[config.mk]
export PLATFORM = sky130hd
export DESIGN_NAME = evt_irq_ctrl
export DESIGN_NICKNAME = d
export VERILOG_FILES = /design/src/rtl/evt_irq_pkg.sv /design/src/rtl/evt_irq_sync.sv /design/src/rtl/evt_irq_regs.sv /design/src/rtl/evt_irq_arb.sv /design/src/rtl/evt_irq_ctrl.sv
export SDC_FILE = /design/constraint.sdc
export NUM_CORES = 1
export LEC_CHECK = 0
export ABC_AREA = 1
export ABC_CLOCK_PERIOD_IN_PS = 24400
export BUFFER_PORTS_ARGS = -buffer_cell sky130_fd_sc_hd__buf_2
export CAP_MARGIN = 20
export CORE_MARGIN = 10
export CORE_UTILIZATION = 40
export CTS_CLUSTER_SIZE = 24
export DETAILED_ROUTE_END_ITERATION = 8
export SYNTH_ARGS = -nofsm -noshare
export SYNTH_HDL_FRONTEND = slang
export SYNTH_SLANG_ARGS = --single-unit
[constraint.sdc]
create_clock -name clk -period 24.4 [get_ports clk]
set_input_delay 1.22 -clock clk [delete_from_list [all_inputs] [get_ports clk]]
set_output_delay 1.22 -clock clk [all_outputs]
set_load 0.02 [all_outputs]
[src/rtl/evt_irq_pkg.sv]
package evt_irq_pkg;
  localparam int ADDR_CTRL = 0;
  localparam int ADDR_EN   = 1;
  localparam int ADDR_PEND = 2;
  localparam int PRI_BASE  = 4;
endpackage

[src/rtl/evt_irq_sync.sv]
module evt_irq_sync #(
  parameter int N_SRC = 8
) (
  input  logic             clk,
  input  logic             rst,
  input  logic [N_SRC-1:0] pin,
  output logic [N_SRC-1:0] rise
);
  logic [N_SRC-1:0] s1_q, s2_q, s3_q;

  for (genvar i = 0; i < N_SRC; i++) begin : g_line
    always_ff @(posedge clk) begin
      if (rst) begin
        s1_q[i] <= 1'b0;
        s2_q[i] <= 1'b0;
        s3_q[i] <= 1'b0;
      end else begin
        s1_q[i] <= pin[i];
        s2_q[i] <= s1_q[i];
        s3_q[i] <= s2_q[i];
      end
    end
    assign rise[i] = s2_q[i] & ~s3_q[i];
  end
endmodule

[src/rtl/evt_irq_regs.sv]
module evt_irq_regs
  import evt_irq_pkg::*;
#(
  parameter int N_SRC  = 8,
  parameter int LVL_W  = 4,
  parameter int DATA_W = 8,
  parameter int AW     = 3
) (
  input  logic                   clk,
  input  logic                   rst,
  input  logic                   we,
  input  logic [AW-1:0]          addr,
  input  logic [DATA_W-1:0]      wdata,
  input  logic [N_SRC-1:0]       pend,
  output logic [DATA_W-1:0]      rdata,
  output logic                   gie,
  output logic [N_SRC-1:0]       en,
  output logic [N_SRC*LVL_W-1:0] lvl_flat
);
  localparam int PER_REG = DATA_W / LVL_W;
  localparam int N_PRI   = N_SRC / PER_REG;

  logic [DATA_W-1:0] pri_q [N_PRI];
  logic [DATA_W-1:0] rd_next;

  always_ff @(posedge clk) begin
    if (rst) begin
      gie <= 1'b0;
      en  <= '0;
    end else if (we) begin
      if (addr == AW'(ADDR_CTRL)) gie <= wdata[0];
      if (addr == AW'(ADDR_EN))   en  <= wdata[N_SRC-1:0];
    end
  end

  for (genvar k = 0; k < N_PRI; k++) begin : g_pri
    localparam logic [AW-1:0] A = AW'(PRI_BASE + k);
    always_ff @(posedge clk) begin
      if (rst)                   pri_q[k] <= '0;
      else if (we && addr == A)  pri_q[k] <= wdata;
    end
    assign lvl_flat[k*DATA_W +: DATA_W] = pri_q[k];
  end

  always_comb begin
    rd_next = '0;
    if (addr == AW'(ADDR_CTRL)) rd_next = DATA_W'(gie);
    if (addr == AW'(ADDR_EN))   rd_next = DATA_W'(en);
    if (addr == AW'(ADDR_PEND)) rd_next = DATA_W'(pend);
    for (int k = 0; k < N_PRI; k++)
      if (addr == AW'(PRI_BASE + k)) rd_next = pri_q[k];
  end

  always_ff @(posedge clk) begin
    if (rst) rdata <= '0;
    else     rdata <= rd_next;
  end
endmodule

[src/rtl/evt_irq_arb.sv]
module evt_irq_arb #(
  parameter int N_SRC = 8,
  parameter int LVL_W = 4,
  parameter int IW    = 3
) (
  input  logic [N_SRC-1:0]       pend,
  input  logic [N_SRC*LVL_W-1:0] lvl_flat,
  output logic                   valid,
  output logic [IW-1:0]          id,
  output logic [LVL_W-1:0]       lvl
);
  always_comb begin
    valid = 1'b0;
    id    = '0;
    lvl   = '0;
    for (int i = 0; i < N_SRC; i++) begin
      if (pend[i] && lvl_flat[i*LVL_W +: LVL_W] > lvl) begin
        valid = 1'b1;
        id    = IW'(i);
        lvl   = lvl_flat[i*LVL_W +: LVL_W];
      end
    end
  end
endmodule

[src/rtl/evt_irq_ctrl.sv]
module evt_irq_ctrl
  import evt_irq_pkg::*;
#(
  parameter int N_SRC  = 8,
  parameter int LVL_W  = 4,
  parameter int DATA_W = 8,
  localparam int IW    = $clog2(N_SRC),
  localparam int AW    = $clog2(PRI_BASE + N_SRC * LVL_W / DATA_W)
) (
  input  logic              clk,
  input  logic              rst,
  input  logic [N_SRC-1:0]  evt_pin,
  input  logic              reg_we,
  input  logic [AW-1:0]     reg_addr,
  input  logic [DATA_W-1:0] reg_wdata,
  output logic [DATA_W-1:0] reg_rdata,
  input  logic [LVL_W-1:0]  run_level,
  input  logic              irq_ack,
  output logic              irq_req,
  output logic [IW-1:0]     irq_id
);
  logic [N_SRC-1:0]       rise, flag_q, clr, en;
  logic [N_SRC*LVL_W-1:0] lvl_flat;
  logic                   gie, win_valid;
  logic [IW-1:0]          win_id;
  logic [LVL_W-1:0]       win_lvl;

  evt_irq_sync #(.N_SRC(N_SRC)) sync_i (
    .clk(clk), .rst(rst), .pin(evt_pin), .rise(rise));

  evt_irq_regs #(.N_SRC(N_SRC), .LVL_W(LVL_W), .DATA_W(DATA_W), .AW(AW)) regs_i (
    .clk(clk), .rst(rst), .we(reg_we), .addr(reg_addr), .wdata(reg_wdata),
    .pend(flag_q), .rdata(reg_rdata), .gie(gie), .en(en), .lvl_flat(lvl_flat));

  evt_irq_arb #(.N_SRC(N_SRC), .LVL_W(LVL_W), .IW(IW)) arb_i (
    .pend(flag_q & en & {N_SRC{gie}}), .lvl_flat(lvl_flat),
    .valid(win_valid), .id(win_id), .lvl(win_lvl));

  assign clr = irq_ack ? ({{(N_SRC-1){1'b0}}, 1'b1} << irq_id) : '0;

  always_ff @(posedge clk) begin
    if (rst) flag_q <= '0;
    else     flag_q <= (flag_q & ~clr) | rise;
  end

  always_ff @(posedge clk) begin
    if (rst) begin
      irq_req <= 1'b0;
      irq_id  <= '0;
    end else begin
      irq_req <= !irq_ack && win_valid && (win_lvl > run_level);
      irq_id  <= win_id;
    end
  end

  assert_strict_level_R7: assert property (@(posedge clk) disable iff (rst)
    irq_req |-> ($past(win_lvl) > $past(run_level)));
  assert_global_gate_R3: assert property (@(posedge clk) disable iff (rst)
    !gie |=> !irq_req);
  assert_ack_drops_req_R9: assert property (@(posedge clk) disable iff (rst)
    irq_ack |=> !irq_req);
  assert_ack_clears_flag_R9: assert property (@(posedge clk) disable iff (rst)
    (irq_ack && !rise[irq_id]) |=> !flag_q[$past(irq_id)]);
  assert_set_holds_R10: assert property (@(posedge clk) disable iff (rst)
    (|rise) |=> ((flag_q & $past(rise)) == $past(rise)));
endmodule

**Word-level counts from Yosys, hierarchy flattened**

Memory sizes are Yosys's and may differ from the RTL's.
Cells that the tools add are included.

- Eq/ne operators: 6
- Shifts and indexed selects: 1
- Magnitude comparators: 9
- Muxes and demuxes: 49
- Bitwise logic cells: 25
- Reduce and logical (&&, ||, !) cells: 18

Operator list:

| cell | number |
|---|---|
| 2-to-1 mux 8 bit | 11 |
| greater-than comparator 4 bit | 8 |
| 2-to-1 mux 4 bit | 8 |
| bitwise AND 8 bit | 3 |
| 2-to-1 mux 1 bit | 24 |
| logical AND 1 bit | 14 |
| equality test 3 bit, second input constant | 4 |
| 2-to-1 mux 3 bit | 4 |
| bitwise AND 1 bit | 8 |
| NOT 1 bit | 8 |
| NOT 8 bit | 1 |
| OR 8 bit | 1 |
| << shifter 1 x 3 -> 8 bit, first input constant | 1 |
| greater-than comparator 4 x 1 -> 1 bit, second input constant | 1 |
| 2-to-1 mux 2 bit | 2 |
| OR 1 bit | 4 |
| AND reduction 2 bit | 2 |
| equality test 3 x 1 -> 1 bit, second input constant | 1 |
| equality test 3 x 2 -> 1 bit, second input constant | 1 |
| zero test 3 bit | 1 |
| zero test 1 bit | 1 |

- Output and inout bits: 12
- Word-level logic and storage cells: 139
- Register bits: 53
- Bits of input ports: 27
- Memories: 1
- Bits in writable memories: 32

Memories:

| name | depth | bits a word | rd ports | clocked after Yosys merged registers in | wr ports | RTL line | source |
|---|---|---|---|---|---|---|---|
| regs_i.pri_q | 4 | 8 | 4 | 0 | 4 | evt_irq_regs.sv:23 | `logic [DATA_W-1:0] pri_q [N_PRI];` |

**Depth between registers and ports, before layout**

- Depth in word-level cells: 27
- Mapped depth: 70
- Gate-level depth less buffers: 69

**Cells and area by module**

From an unflattened synthesis, not the netlist that was laid out.

- Cells, all modules: 644
- Area, all modules: 4951.0 µm²

Modules (own cells, without submodules):

| module | seq. area each (µm²) | instances | area each (µm²) | cells an instance |
|---|---|---|---|---|
| evt_irq_regs | 1301.2 | 1 | 2122.0 | 227 |
| evt_irq_arb | 0.0 | 1 | 1497.7 | 239 |
| evt_irq_sync | 480.5 | 1 | 713.2 | 82 |
| evt_irq_ctrl | 240.2 | 1 | 618.1 | 96 |

**Least setup slack after synthesis**

Ideal clock, no wire load.

- Kind: flip-flop to flip-flop
- Start: register regs_i.gie
- End: register irq_req
- Buffers on the path: 1
- Clock period less this slack: 8295 ps
- Cell stages (with the launch flop): 65
- Library setup time: 57 ps
- Data required time: 24343 ps
- Data arrival time: 8238 ps
- Setup slack: 16105 ps
- Cell sequence: dfxtp_1 > buf_6 > inv_2 > nor2_4 > nand2_1 > inv_1 > nand2_1 > ha_1 > nand2_1 > nor2_1 > nor2_4 > nand2_4 > nand2_1 > o21ai_0 > ha_1 > inv_1 > o21bai_1 > nand4_1 > (+29 left out) > a41oi_1 > nand2_2 > or2_2 > nand2_1 > ha_1 > a21oi_1 > o21ai_0 > nand2_1 > inv_1 > nand2_1 > nand2_1 > ha_1 > inv_1 > nor2_1 > o211ai_1 > a2111oi_0 > nand2_1 > inv_1

- Longest elaborated chain between the ends: 26
- Elaborated cells between the ends (all ways): 35
- Those cells by class: order compare: 8; mux: 16; bitwise: 1; reduce/logical: 10

Ends and longest elaborated chain:

| what | RTL line | source |
|---|---|---|
| start: declaration | evt_irq_regs.sv:16 | `output logic gie,` |
| start signal: assignment | evt_irq_regs.sv:31 | `if (addr == AW'(ADDR_CTRL)) gie <= wdata[0];` |
| bitwise AND 8 bit * | evt_irq_ctrl.sv:36 | `.pend(flag_q & en & {N_SRC{gie}}), .lvl_flat(lvl_flat),` |
| logical AND 1 bit | evt_irq_arb.sv:17 | `if (pend[i] && lvl_flat[i*LVL_W +: LVL_W] > lvl) begin` |
| 2-to-1 mux 4 bit | evt_irq_arb.sv:17 |  |
| greater-than comparator 4 bit | evt_irq_arb.sv:17 |  |
| logical AND 1 bit | evt_irq_arb.sv:17 |  |
| 2-to-1 mux 4 bit | evt_irq_arb.sv:17 |  |
| greater-than comparator 4 bit | evt_irq_arb.sv:17 |  |
| logical AND 1 bit | evt_irq_arb.sv:17 |  |
| (+10 left out) | -- |  |
| greater-than comparator 4 bit | evt_irq_arb.sv:17 |  |
| logical AND 1 bit | evt_irq_arb.sv:17 |  |
| 2-to-1 mux 4 bit | evt_irq_arb.sv:17 |  |
| greater-than comparator 4 bit | evt_irq_arb.sv:17 |  |
| logical AND 1 bit | evt_irq_arb.sv:17 |  |
| 2-to-1 mux 4 bit / 2-to-1 mux 1 bit (equally long branches) | evt_irq_arb.sv:17 |  |
| greater-than comparator 4 bit / logical AND 1 bit (equally long branches) | evt_irq_ctrl.sv:51 | `irq_req <= !irq_ack && win_valid && (win_lvl > run_level);` |
| logical AND 1 bit * | evt_irq_ctrl.sv:51 |  |
| end signal: assignment | evt_irq_ctrl.sv:51 |  |
| end: declaration | evt_irq_ctrl.sv:19 | `output logic irq_req,` |

Every way passes the cells marked *; elsewhere a longest branch is shown, timed or not.
A chain may end at the register's enable or synchronous reset.

**Final worst setup path**

Ends and elaborated chain as after synthesis.

==> flow_metrics.py <==
metrics = {
    "run_status": {
        "status": "completed",
    },
    "setup_path": {
        "worstPathArrival_ns": 9.75,
        "cp-end-kind": "flip-flop",
        "cp.required_ns": 24.69,
        "startpoint_type": "flip-flop",
        "cpMaxStageDelayCell": "dfxtp_1",
        "worstSetupPathType": "reg2reg",
        "crit_top_cell": "nand2_1",
        "worst_r2r_path_depth": 65,
        "worstPathMaxFanout": 10,
        "slowest_delay_ns": 0.55,
    },
    "min_path": {
        "hold_depth": 2,
        "hold_class": "reg2reg",
    },
    "timing": {
        "slew_headroom": 0.285,
        "finClkSkew_ns": 0.0122,
        "rsz0062_at_grt": "no",
        "fmax_mhz": 106,
        "setup-tns-final_ns": 0,
        "setup_viol": 0,
        "post-route-period-util": 0.388,
        "worstMarginPinSlew_ns": 1.06,
        "period_minus_slack_ns": 9.46,
        "slew_violations": 0,
        "hold_viol_final": 0,
    },
    "final_layout": {
        "synthToLayoutAreaGrowth_pct": 13.4,
        "antenna_cells": 0,
        "drive_above_1_share": 0.176,
        "layout.nets": 686,
    },
    "grt": {
        "grt_max_degree": 41,
        "grt_pass1_wl_um": 19300,
        "grt_use_total": 0.149,
        "antenna_found_initial": 0,
        "grt_pass1_vias": 3865,
        "overflow": 0,
    },
    "cts": {
        "clk_latency_ns": 0.35,
        "ctsResizeCount": 0,
        "cts.sinks": 85,
        "cts-buffers-inserted": 9,
        "ctsHoldBuffers": 0,
        "cts_max_level": 3,
        "clkTransAtPathRegs_ns": 0.07,
        "root_buffer": "clkbuf_16",
        "cts_tree": "done",
        "post_cts_buffers": 0,
        "cts.path.max_buffers": 2,
    },
    "synth": {
        "yosys.area.top_type_share": 0.225,
        "yosysTopAreaCell": "dfxtp_1",
        "syn_inst": 587,
        "synth_flop_cell": "dfxtp_1",
        "synth_warnings": 0,
        "synth-seq-cells": 85,
        "synth_edf_count": 32,
        "synth_cell_types": 38,
        "syn-num-nets": 642,
        "syn_avg_cell_area_um2": 8.05,
        "syn-cell-area_um2": 4730,
        "synth_area_leaders": "dfxtp_1, edfxtp_1, nand2_1, inv_1, ha_1",
        "synth.top_cells.by_count": "nand2_1, inv_1, nor2_1",
        "async_flop_share": 0,
        "yosys.cell_count.top_type": "nand2_1",
        "yosysSeqAreaShare": 0.428,
    },
    "pwr": {
        "leakage_nw": 2.59,
        "cellPowerDensity_nw_per_um2": 60.2,
        "ir_drop_v": 0.0000455,
        "power_mw": 0.323,
    },
    "placed_design": {
        "numPortBuffers": 38,
        "dp.final_hpwl_um": 9260,
        "gp_congestion": 0.929,
    },
    "floorplanning": {
        "die_h_um": 129,
        "die_x_um": 129,
        "dieArea_um2": 16600,
        "rows": 39,
        "ios": 39,
        "coreArea_um2": 11500,
        "start_util": 0.410,
    },
    "detailed_routing": {
        "drt-pass1-iter-count": 5,
        "drt-initial-drc-count": 372,
        "via_count": 3944,
        "ant_nets": 0,
        "wl_per_cell_um": 15.2,
        "drc_errors": 0,
        "drt-total-wl_um": 11900,
        "viasPerCell": 5.06,
    },
    "run": {
        "max_cap_viol_count": 0,
    },
}
==> per-stage QoR <==
stage	hold WS, ns	instance area, µm²	setup WS (ns)	utilization	std cells
final	0.400	5360	14.94	0.465	779
after global placement	0.391	5060	15.35	0.439	760
after detailed placement	0.393	5060	15.04	0.439	760
after global routing	0.414	5360	14.04	0.465	779
after floorplan	0.388	4730	16.11	-	587
after CTS	0.403	5340	15.00	0.464	776
==> path summary, 6_finish.rpt <==
kind | start | endpoint | slack, ns
setup reg to reg | regs_i.gie | irq_req | 14.94
setup / recovery | regs_i.gie | irq_req | 14.94
hold / removal | sync_i.s1_q[6] | sync_i.s2_q[6] | 0.40
hold reg to reg | sync_i.s1_q[6] | sync_i.s2_q[6] | 0.40
==> cell type report <==
type	instances	area, µm²
flip-flops and latches	85	2020
multi-input cells	395	2290
well taps	143	179
clock inverters	7	57.6
inverters	99	372
repair buffers	41	208
clock buffers	9	225
fillers	1162	6160
==> cells by family (layout without fill, tap and decap cells) <==
logic type	after synthesis	count (layout)	synth area share
buffers and inverters	107	156	0.0866
AOI/OAI and AO/OA	92	92	0.116
and+or+nand+nor	275	275	0.296
DFF	85	85	0.428
adders and majority gates	28	28	0.0741
==> metal layers <==
| metal | GRT usage | part of all wire | vias to the layer above |
|---|---|---|---|
| met3 | 0.0361 | 0.053 | 20 |
| met2 | 0.255 | 0.49 | 94 |
| met1 | 0.180 | 0.44 | 1828 |
| met4 | 0.0475 | 0.017 | 0 |
| met5 | 0 | 0 | - |
| li1 | - | - | 2002 |
==> power by group <==
group          internal [mW]  switching [mW]
clock                 0.0707          0.0614
sequential             0.154         0.00516
combinational         0.0103          0.0205
==> worst max-delay path, delay by kind of cell (launching register included) <==
family / cells / cell delay (ns)
AOI/OAI and AO/OA: 13 / 1.91
adders and majority gates: 8 / 2.43
buffers and inverters: 11 / 0.65
DFF: 1 / 0.55
and+or+nand+nor: 33 / 3.86
==> cells in the final DEF (no fill, tap or decap), drive strengths merged <==
master,synthesis,layout
nor3,4,4
nor2,93,93
nand2,117,117
a41oi,2,2
inv,98,102
clkinvlp,0,1
a21boi,1,1
o211ai,1,1
clkinv,1,3
nand3,51,51
a21oi,34,34
o21bai,8,8
o21ai,30,30
o22ai,2,2
or2,3,3
o21a,2,2
and2,3,3
nand4,4,4
clkbuf,6,10
o31ai,1,1
o2111ai,1,1
dfxtp,53,53
a221oi,4,4
ha,28,28
edfxtp,32,32
a31oi,4,4
a2111oi,1,1
buf,2,40
a32o,1,1
==> flip-flops by register name, indices dropped and copies added, names as in the netlist <==
signal and cells:
regs_i.gie 1, irq_id 3, sync_i.s3_q 8, sync_i.s2_q 8
regs_i.en 8, regs_i.rdata 8, irq_req 1, flag_q 8
regs_i.pri_q 32, sync_i.s1_q 8
Power figures use the tool's default switching activity.
